[src/rtl/sinc_pkg.sv]
package sinc_pkg;
  typedef enum logic {ST_IDLE, ST_RUN} conv_state_e;
endpackage

[src/rtl/sinc_integrators.sv]
module sinc_integrators #(
  parameter int ORDER = 3,
  parameter int W     = 13
) (
  input  logic         clk_i,
  input  logic         rst_ni,
  input  logic         clr_i,
  input  logic         en_i,
  input  logic         bit_i,
  output logic [W-1:0] sum_o
);
  logic [ORDER-1:0][W-1:0] acc_q, acc_d;
  logic [W-1:0] x;

  assign x = bit_i ? W'(1) : {W{1'b1}};

  // next values chained so the last stage already includes the current sample
  always_comb begin
    acc_d[0] = acc_q[0] + x;
    for (int s = 1; s < ORDER; s++) acc_d[s] = acc_q[s] + acc_d[s-1];
  end

  always_ff @(posedge clk_i or negedge rst_ni) begin
    if (!rst_ni)    acc_q <= '0;
    else if (clr_i) acc_q <= '0;
    else if (en_i)  acc_q <= acc_d;
  end

  assign sum_o = acc_d[ORDER-1];

  p_clear_integ_r4: assert property (@(posedge clk_i) disable iff (!rst_ni)
    clr_i |=> (acc_q == '0));
  p_hold_integ_r5: assert property (@(posedge clk_i) disable iff (!rst_ni)
    (!en_i && !clr_i) |=> $stable(acc_q));
endmodule

[src/rtl/sinc_combs.sv]
module sinc_combs #(
  parameter int ORDER = 3,
  parameter int W     = 13
) (
  input  logic         clk_i,
  input  logic         rst_ni,
  input  logic         clr_i,
  input  logic         en_i,
  input  logic [W-1:0] din_i,
  output logic [W-1:0] dout_o
);
  logic [ORDER-1:0][W-1:0] dly_q;
  logic [ORDER:0][W-1:0]   stg;

  always_comb begin
    stg[0] = din_i;
    for (int s = 0; s < ORDER; s++) stg[s+1] = stg[s] - dly_q[s];
  end

  always_ff @(posedge clk_i or negedge rst_ni) begin
    if (!rst_ni)    dly_q <= '0;
    else if (clr_i) dly_q <= '0;
    else if (en_i)  dly_q <= stg[ORDER-1:0];
  end

  assign dout_o = stg[ORDER];

  p_clear_comb_r4: assert property (@(posedge clk_i) disable iff (!rst_ni)
    clr_i |=> (dly_q == '0));
  p_hold_comb_r5: assert property (@(posedge clk_i) disable iff (!rst_ni)
    (!en_i && !clr_i) |=> $stable(dly_q));
endmodule

[src/rtl/sinc_sequencer.sv]
module sinc_sequencer
  import sinc_pkg::*;
#(
  parameter int ORDER = 3,
  parameter int RATIO = 16,
  localparam int LOGN = $clog2(RATIO),
  localparam int BW   = $clog2(ORDER + 1)
) (
  input  logic clk_i,
  input  logic rst_ni,
  input  logic start_i,
  input  logic valid_i,
  output logic clr_o,
  output logic smp_o,
  output logic dec_o,
  output logic last_o,
  output logic busy_o
);
  conv_state_e state_q;
  logic [LOGN-1:0] phase_q;
  logic [BW-1:0]   blk_q;

  assign clr_o  = start_i;
  assign busy_o = (state_q == ST_RUN);
  assign smp_o  = valid_i && busy_o && !start_i;
  assign dec_o  = smp_o && (phase_q == LOGN'(RATIO - 1));
  assign last_o = dec_o && (blk_q == BW'(ORDER - 1));

  always_ff @(posedge clk_i or negedge rst_ni) begin
    if (!rst_ni) begin
      state_q <= ST_IDLE;
      phase_q <= '0;
      blk_q   <= '0;
    end else if (start_i) begin
      state_q <= ST_RUN;
      phase_q <= '0;
      blk_q   <= '0;
    end else if (smp_o) begin
      phase_q <= phase_q + LOGN'(1);
      if (dec_o)  blk_q   <= blk_q + BW'(1);
      if (last_o) state_q <= ST_IDLE;
    end
  end

  p_start_run_r7: assert property (@(posedge clk_i) disable iff (!rst_ni)
    start_i |=> (state_q == ST_RUN && phase_q == '0 && blk_q == '0));
  p_last_idle_r3: assert property (@(posedge clk_i) disable iff (!rst_ni)
    last_o |=> (state_q == ST_IDLE));
endmodule

[src/rtl/sinc_oneshot_dec.sv]
module sinc_oneshot_dec #(
  parameter int ORDER = 3,
  parameter int RATIO = 16,
  localparam int LOGN = $clog2(RATIO),
  localparam int W    = ORDER * LOGN + 1
) (
  input  logic         clk_i,
  input  logic         rst_ni,
  input  logic         start_i,
  input  logic         valid_i,
  input  logic         bit_i,
  output logic [W-1:0] result_o,
  output logic         done_o
);
  logic clr, smp, dec, last, busy;
  logic [W-1:0] integ_sum, comb_out;

  sinc_sequencer #(.ORDER(ORDER), .RATIO(RATIO)) u_seq (
    .clk_i, .rst_ni, .start_i, .valid_i,
    .clr_o(clr), .smp_o(smp), .dec_o(dec), .last_o(last), .busy_o(busy)
  );

  sinc_integrators #(.ORDER(ORDER), .W(W)) u_integ (
    .clk_i, .rst_ni, .clr_i(clr), .en_i(smp), .bit_i, .sum_o(integ_sum)
  );

  sinc_combs #(.ORDER(ORDER), .W(W)) u_comb (
    .clk_i, .rst_ni, .clr_i(clr), .en_i(dec), .din_i(integ_sum), .dout_o(comb_out)
  );

  always_ff @(posedge clk_i or negedge rst_ni) begin
    if (!rst_ni) begin
      result_o <= '0;
      done_o   <= 1'b0;
    end else begin
      done_o <= last;
      if (last) result_o <= comb_out;
    end
  end

  p_done_pulse_r3: assert property (@(posedge clk_i) disable iff (!rst_ni)
    done_o |=> !done_o);
  p_result_hold_r3: assert property (@(posedge clk_i) disable iff (!rst_ni)
    !$stable(result_o) |-> done_o);
  p_idle_no_done_r6: assert property (@(posedge clk_i) disable iff (!rst_ni)
    (!busy && !start_i) |=> !done_o);
endmodule

[config.mk]
export PLATFORM = sky130hd
export DESIGN_NAME = sinc_oneshot_dec
export DESIGN_NICKNAME = d
export VERILOG_FILES = /design/src/rtl/sinc_pkg.sv /design/src/rtl/sinc_integrators.sv /design/src/rtl/sinc_combs.sv /design/src/rtl/sinc_sequencer.sv /design/src/rtl/sinc_oneshot_dec.sv
export SDC_FILE = /design/constraint.sdc
export NUM_CORES = 1
export LEC_CHECK = 0
export BUFFER_PORTS_ARGS = -buffer_cell sky130_fd_sc_hd__clkbuf_2
export CORE_ASPECT_RATIO = 1.1
export CORE_MARGIN = 3
export CORE_UTILIZATION = 40
export CTS_BUF_LIST = sky130_fd_sc_hd__clkbuf_4 sky130_fd_sc_hd__clkbuf_8 sky130_fd_sc_hd__clkbuf_16
export CTS_CLUSTER_SIZE = 30
export DETAILED_ROUTE_END_ITERATION = 8
export GPL_ROUTABILITY_DRIVEN = 0
export PLACE_DENSITY = 0.66
export SLEW_MARGIN = 40
export SYNTH_ARGS = -nofsm -noshare
export SYNTH_HDL_FRONTEND = slang
export SYNTH_SLANG_ARGS = --single-unit
[constraint.sdc]
create_clock -name clk_i -period 8.1 [get_ports clk_i]
set_clock_uncertainty 0.15 [all_clocks]
set_input_delay 0.81 -clock clk_i [delete_from_list [all_inputs] [get_ports clk_i]]
set_output_delay 0.81 -clock clk_i [all_outputs]
set_load 0.01 [all_outputs]
==> summary.txt, run 1 <==
Status
  – Status: complete, no violations

Global route
  – Met1 Track Usage GR: 18.4%
  – GR Util met2: 26.6%
  – Antenna violations before repair: 0
  – Global routing usage on met3: 2.64%
  – GRT Resource Usage Total: 14.8%
  – Vias in the first global route: 5078
  – First-pass GRT wire length: 23.6 mm
  – Largest net degree at the start of global routing: 64
  – Busiest metal layer after global routing: met2
  – GRT Residual Overflow: 0

Critical path
  – Crit-path max cell delay: 0.57 ns
  – Worst EP required: 8.16 ns
  – FF-to-FF setup slack: 1.12 ns
  – CP Capture Type: flop
  – CP arrival: 7.31 ns
  – Crit start category: primary input
  – Crit Path Max Fanout: 6
  – CP max stage cell: a2111oi_1
  – WS Path Type: in2reg

Clock tree
  – Clock buffer depth: 2
  – CTS clk-pin slew, worst paths: 0.07 ns
  – # Post-CTS Setup Buffers: 0
  – Root buffer cell: clkbuf_16
  – Num CTS Buffers: 9
  – Clock latency at the later pin of the worst-skew pair: 0.36 ns
  – H-tree depth: 3
  – Clock sink count: 99
  – CTS tree: built

Flow run
  – Total of max-cap violations: 0

Floorplan
  – Row count: 49
  – Die Area: 18900 µm²
  – I/O Pins: 19
  – Die Span Y: 144 µm
  – Initial Utilization: 41.5%
  – Die Wd: 131 µm
  – Core area: 16700 µm²

Logic synthesis
  – Top_reg_cell synth: dfrtp_1
  – Yosys top cell area share: 35.8%
  – Largest cells by area after synthesis: dfrtp_1 36%, ha_1 13%, nand2_1 6.4%
  – Top post-synthesis cells by count: 118 x nand2_1, 99 x dfrtp_1, 74 x ha_1
  – Syn_nets: 882
  – Post-Synthesis Mean Instance Area: 8.69 µm²
  – Most common cell in the netlist: nand2_1
  – Async SR Flop Fraction: 100%
  – Cells after Synth: 797
  – Distinct cells, synth: 54
  – Post-synth top area cell: dfrtp_1
  – Synth warnings: 0
  – Post-synth EDFFs: 0
  – Yosys reg bits: 99
  – Sequential-to-total area share from yosys stat: 35.8%
  – Synthesized cell area: 6930 µm²

Layout
  – Antenna diodes: 0
  – Area growth, synth to finish: 8.94%
  – Share of layout cells above drive strength 1: 6.55%
  – Final nets: 889
  – Post-Route Utilization: 45.3%
  – Design area: 7550 µm²

STA
  – Fmax: 138 MHz
  – Slew HR: 49.9%
  – RSZ-0062 raised after global routing: false
  – Final hold violation count: 0
  – Final-report setup violation count: 0
  – Max-slew violations: 0
  – Post-route minimum period: 7.25 ns
  – Setup_tns: 0 ns
  – Worst hold slack: 0.300 ns
  – Final period util: 89.5%
  – Slew @ Worst Pin: 0.751 ns

Route
  – Drt pass-1 iters: 5
  – Post-route antenna net violation count: 0
  – Routed vias: 5298
  – DR iter-0 viols: 283
  – Via/cell ratio: 5.10
  – DR DRC count: 0
  – Routed Wire Length: 13.4 mm
  – Avg WL per Cell: 12.9 µm

Place
  – DP Area: 7260 µm²
  – Dpl hpwl: 9.46 mm
  – IO Port Bufs: 18

Hold path
  – HP Class: in2async
==> cell type report <==
type | count | area [µm²]
Clock buffer | 9 | 225
Inverter | 63 | 236
Timing Repair Buffer | 25 | 145
Multi-Input combinational cell | 606 | 4120
Clock inverter | 7 | 57.6
Tap cell | 229 | 287
Fill cell | 1628 | 9130
Sequential cell | 99 | 2480
==> sequential cells by signal (all words and copies together) (netlist names) <==
register and flops:
result_o 13, u_comb.dly_q 39, u_seq.busy_o 1, u_seq.blk_q 2, u_integ.acc_q 39, u_seq.phase_q 4
done_o 1
==> layout by cell type, fill, tap and decap left out, types with 2 or more instances in the layout <==
cell       synthesis  final
nor2_1            61     61
a21boi_0           2      2
xnor2_1           41     41
inv_1             63     63
and3_1             5      5
a2111oi_1          1      2
a31oi_1            4      4
a21o_1            15     15
o21bai_1           6      6
a211o_1            2      2
fa_1               6      6
clkbuf_16          0      9
o31ai_1           29     29
o21ai_1            4      4
a41o_1             2      2
a211oi_1           5      5
dfrtp_1           99     99
nor2b_1           14     14
a2111oi_0          3      2
clkbuf_2           0     16
xor2_1            24     24
nor3_1            24     23
a21boi_1           2      2
o21a_1             5      5
or3_1              7      7
inv_8              0      2
ha_1              74     74
clkinv_2           0      2
a21oi_1           60     60
o21ai_0           43     43
nand3_1            8      8
o31a_1             3      3
nand3b_1           8      8
o41ai_1            6      5
inv_6              0      2
nand2_1          118    118
buf_4              0      8
nand2b_1           4      4
==> cells by family after synthesis <==
group / share of synthesized area (%)
AO/OA/AOI/OAI: 18.5
buffers and inverters: 4.98
AND/OR/NAND/NOR: 16.3
flip-flops: 35.8
adder cells (fa/ha/maj): 15.1
multiplexers: 0.307
XOR/XNOR: 9.03
==> worst paths after layout <==
path                                   from           endpoint  cells after the start
max reg2reg                u_integ.acc_q[1]       result_o[12]                     35
min reg2reg                  u_seq.blk_q[0]     u_seq.blk_q[0]                      1
min                                  rst_ni       result_o[10]                      1
max in group asynchronous            rst_ni  u_integ.acc_q[19]                      2
max                                   bit_i       result_o[12]                     37
min in group clk_i           u_seq.blk_q[0]     u_seq.blk_q[0]                      1
==> critical path, delay by kind of cell <==
kind	cells	cell delay (ns)
XOR/XNOR	7	1.33
adder cells (fa/ha/maj)	6	1.97
AND/OR/NAND/NOR	9	0.80
buffers and inverters	2	0.22
AO/OA/AOI/OAI	13	2.18
==> metrics by stage <==
step	instances	setup slack, ns
3_3_place_gp	1022	0.571
2_1_floorplan	797	0.975
6_report	1038	0.847
3_5_place_dp	1022	0.365
4_1_cts	1038	0.730
5_1_grt	1038	0.0467
==> repair_timing <==
item | in CTS | in global routing
setup endpoints to repair | 0 | 1
endpoints found under the hold margin | 0 | 0
gates resized for setup | 0 | 2
hold buffers | 0 | 0
==> per-layer routing <==
metal / vias to the layer above / share of wire [%] / wire, µm
li1: 2759 / - / -
met1: 2480 / 47 / 6290
met2: 47 / 49 / 6590
met3: 12 / 2.1 / 286
met4: 0 / 1.7 / 228
met5: - / 0 / 0
Power of run 1 is left out: the tool's default activity adds up to more than one toggle a clock period on the data nets, which glitch-free logic cannot reach.
==> run 2: changes to the inputs <==
ABC_AREA = 1   (was unset)
SETUP_SLACK_MARGIN = 0.1   (was unset)
==> summary.txt, run 2 <==
Layout
  – Antenna diodes: 0
  – Share of layout cells above drive strength 1: 8.00%
  – Most frequent cells in the layout: 155 x nand2_1, 145 x inv_1, 99 x dfrtp_1, 74 x ha_1, 71 x nand3_1
  – Largest regs: u_comb.dly_q x39, u_integ.acc_q x39, result_o x13
  – Final nets: 980
  – Commonest non-fill, non-tap cell in the layout: nand2_1
  – Area growth, synth to finish: 9.89%

Logic synthesis
  – Syn_nets: 960
  – Yosys top cell area share: 35.4%
  – Cells after Synth: 875
  – Post-synth EDFFs: 0
  – Post-synth top area cell: dfrtp_1
  – Top post-synthesis cells by count: 155 x nand2_1, 146 x inv_1, 99 x dfrtp_1
  – Post-Synthesis Mean Instance Area: 7.99 µm²
  – Distinct cells, synth: 35
  – Synth warnings: 0
  – Async SR Flop Fraction: 100%
  – Synthesized cell area: 6990 µm²
  – Most common cell in the netlist: nand2_1
  – Largest cells by area after synthesis: dfrtp_1 35%, ha_1 13%, nand2_1 8.3%
  – Top_reg_cell synth: dfrtp_1
  – Yosys reg bits: 99
  – Sequential-to-total area share from yosys stat: 35.4%

STA
  – Slew @ Worst Pin: 0.761 ns
  – Setup_tns: 0 ns
  – RSZ-0062 raised after global routing: false
  – Fmax: 136 MHz
  – Final period util: 91.0%
  – Post-route minimum period: 7.37 ns
  – Final-report setup violation count: 0
  – Slew HR: 49.3%
  – Max-slew violations: 0
  – Final hold violation count: 0

Place
  – IO Port Bufs: 18
  – Dpl hpwl: 10.8 mm

Clock tree
  – CTS tree: built
  – Clock sink count: 99
  – Num CTS Buffers: 9
  – Clock latency at the later pin of the worst-skew pair: 0.35 ns
  – H-tree depth: 3
  – Hold Buf Count CTS: 0
  – Root buffer cell: clkbuf_16
  – CTS clk-pin slew, worst paths: 0.07 ns
  – Clock buffer depth: 2

Route
  – DR DRC count: 0
  – Drt pass-1 iters: 5
  – Routed vias: 5674
  – Routed Wire Length: 14.8 mm
  – Avg WL per Cell: 13.1 µm
  – Post-route antenna net violation count: 0
  – DR iter-0 viols: 217
  – Via/cell ratio: 5.00

Hold path
  – HP Class: in2async

Global route
  – Antenna violations before repair: 0
  – GRT Residual Overflow: 0
  – First-pass GRT wire length: 26.4 mm
  – Vias in the first global route: 5657
  – GRT Resource Usage Total: 16.6%
  – Largest net degree at the start of global routing: 58

Critical path
  – Critical Path Most Common Cell: nand2_1
  – FF-to-FF setup slack: 1.21 ns
  – Crit Path Max Fanout: 11
  – WS Path Type: in2reg
  – Crit start category: primary input
  – CP arrival: 7.47 ns
  – Crit-path max cell delay: 0.41 ns
  – Worst EP required: 8.19 ns
  – CP Capture Type: flop
  – Largest delay share family, worst path: adder cells
  – CP max stage cell: ha_1
  – Buf+Inv Stages, Crit Path: 7

Floorplan
  – Die Wd: 132 µm
  – Die Area: 19100 µm²
  – I/O Pins: 19
  – Die Span Y: 145 µm
  – Row count: 50
  – Initial Utilization: 40.9%
  – Core area: 17100 µm²

Status
  – Status: complete, no violations

Flow run
  – Total of max-cap violations: 0
[run 2: cell count changes after synthesis, moves of 9 or more]
cell	delta
clkbuf_1	-9
inv_1	+83
nand2_1	+37
nand2_2	+10
nand3_1	+63
nor2_1	-37
nor2b_1	-14
nor3_1	-17
o21ai_0	+10
o22ai_1	+29
o31ai_1	-29
xnor2_1	-21
xor2_1	+15
[run 2: cells by family (layout without fill, tap and decap cells)]
logic type,count (synthesis),in the layout,synth area share (%)
DFF,99,99,35.4
adders and majority gates,80,80,15.0
buffers and inverters,168,193,9.02
xor gates and xnor gates,59,59,7.39
and+or+nand+nor,289,289,18.4
AOI/OAI and AO/OA,180,180,14.8
[run 2: final timing paths]
| path | startpoint | to | cells past startpoint |
|---|---|---|---|
| worst min-delay path | rst_ni | u_seq.blk_q[1] | 1 |
| worst max register to register | u_integ.acc_q[2] | result_o[11] | 38 |
| worst max-delay path | bit_i | result_o[11] | 40 |
| max in group asynchronous | rst_ni | u_integ.acc_q[35] | 2 |
| worst min register to register | result_o[7] | result_o[7] | 2 |
| min in group clk_i | result_o[7] | result_o[7] | 2 |
[run 2: metrics by stage]
step                      hold slack (ns)  area [µm²]  setup WS, ns  instances  utilization (%)
after global routing                0.338        7680         0.106       1134             45.0
after floorplan                     0.307        6990          1.29        875                -
after detailed placement            0.320        7340         0.277       1112             43.0
after global placement              0.314        7340         0.316       1112             43.0
final                               0.295        7680         0.728       1134             45.0
after CTS                           0.314        7640         0.654       1128             44.7
[run 2: metal layers]
layer	global-route usage (%)	share of wire, %	up-vias
met5	0	0	-
met4	4.20	1.6	0
met3	2.87	2.5	19
met2	30.7	50	67
met1	20.1	46	2647
li1	-	-	2941
[run 2: timing repair]
| item | in CTS | in global routing |
|---|---|---|
| hold endpoints to repair | 0 | 0 |
| setup buffers | 0 | 6 |
| resized for setup | 0 | 2 |
| setup endpoints to repair | 0 | 2 |
[run 2: worst register-to-register path: cells and delay by family (launching register included)]
family | cells | cell delay [ns]
adders and majority gates | 6 | 2.05
xor gates and xnor gates | 5 | 0.97
DFF | 1 | 0.40
buffers and inverters | 5 | 0.42
AOI/OAI and AO/OA | 8 | 1.43
and+or+nand+nor | 14 | 1.38
[run 2: layout make-up]
cell class / instances / area (µm²)
clock buffer: 12 / 260
timing repair buffer: 29 / 175
multi-input combinational: 608 / 3880
clock inverter: 4 / 33.8
sequential: 99 / 2480
inverter: 148 / 561
fill: 1692 / 9390
tap: 234 / 293
Power of run 2 is left out for the same reason.
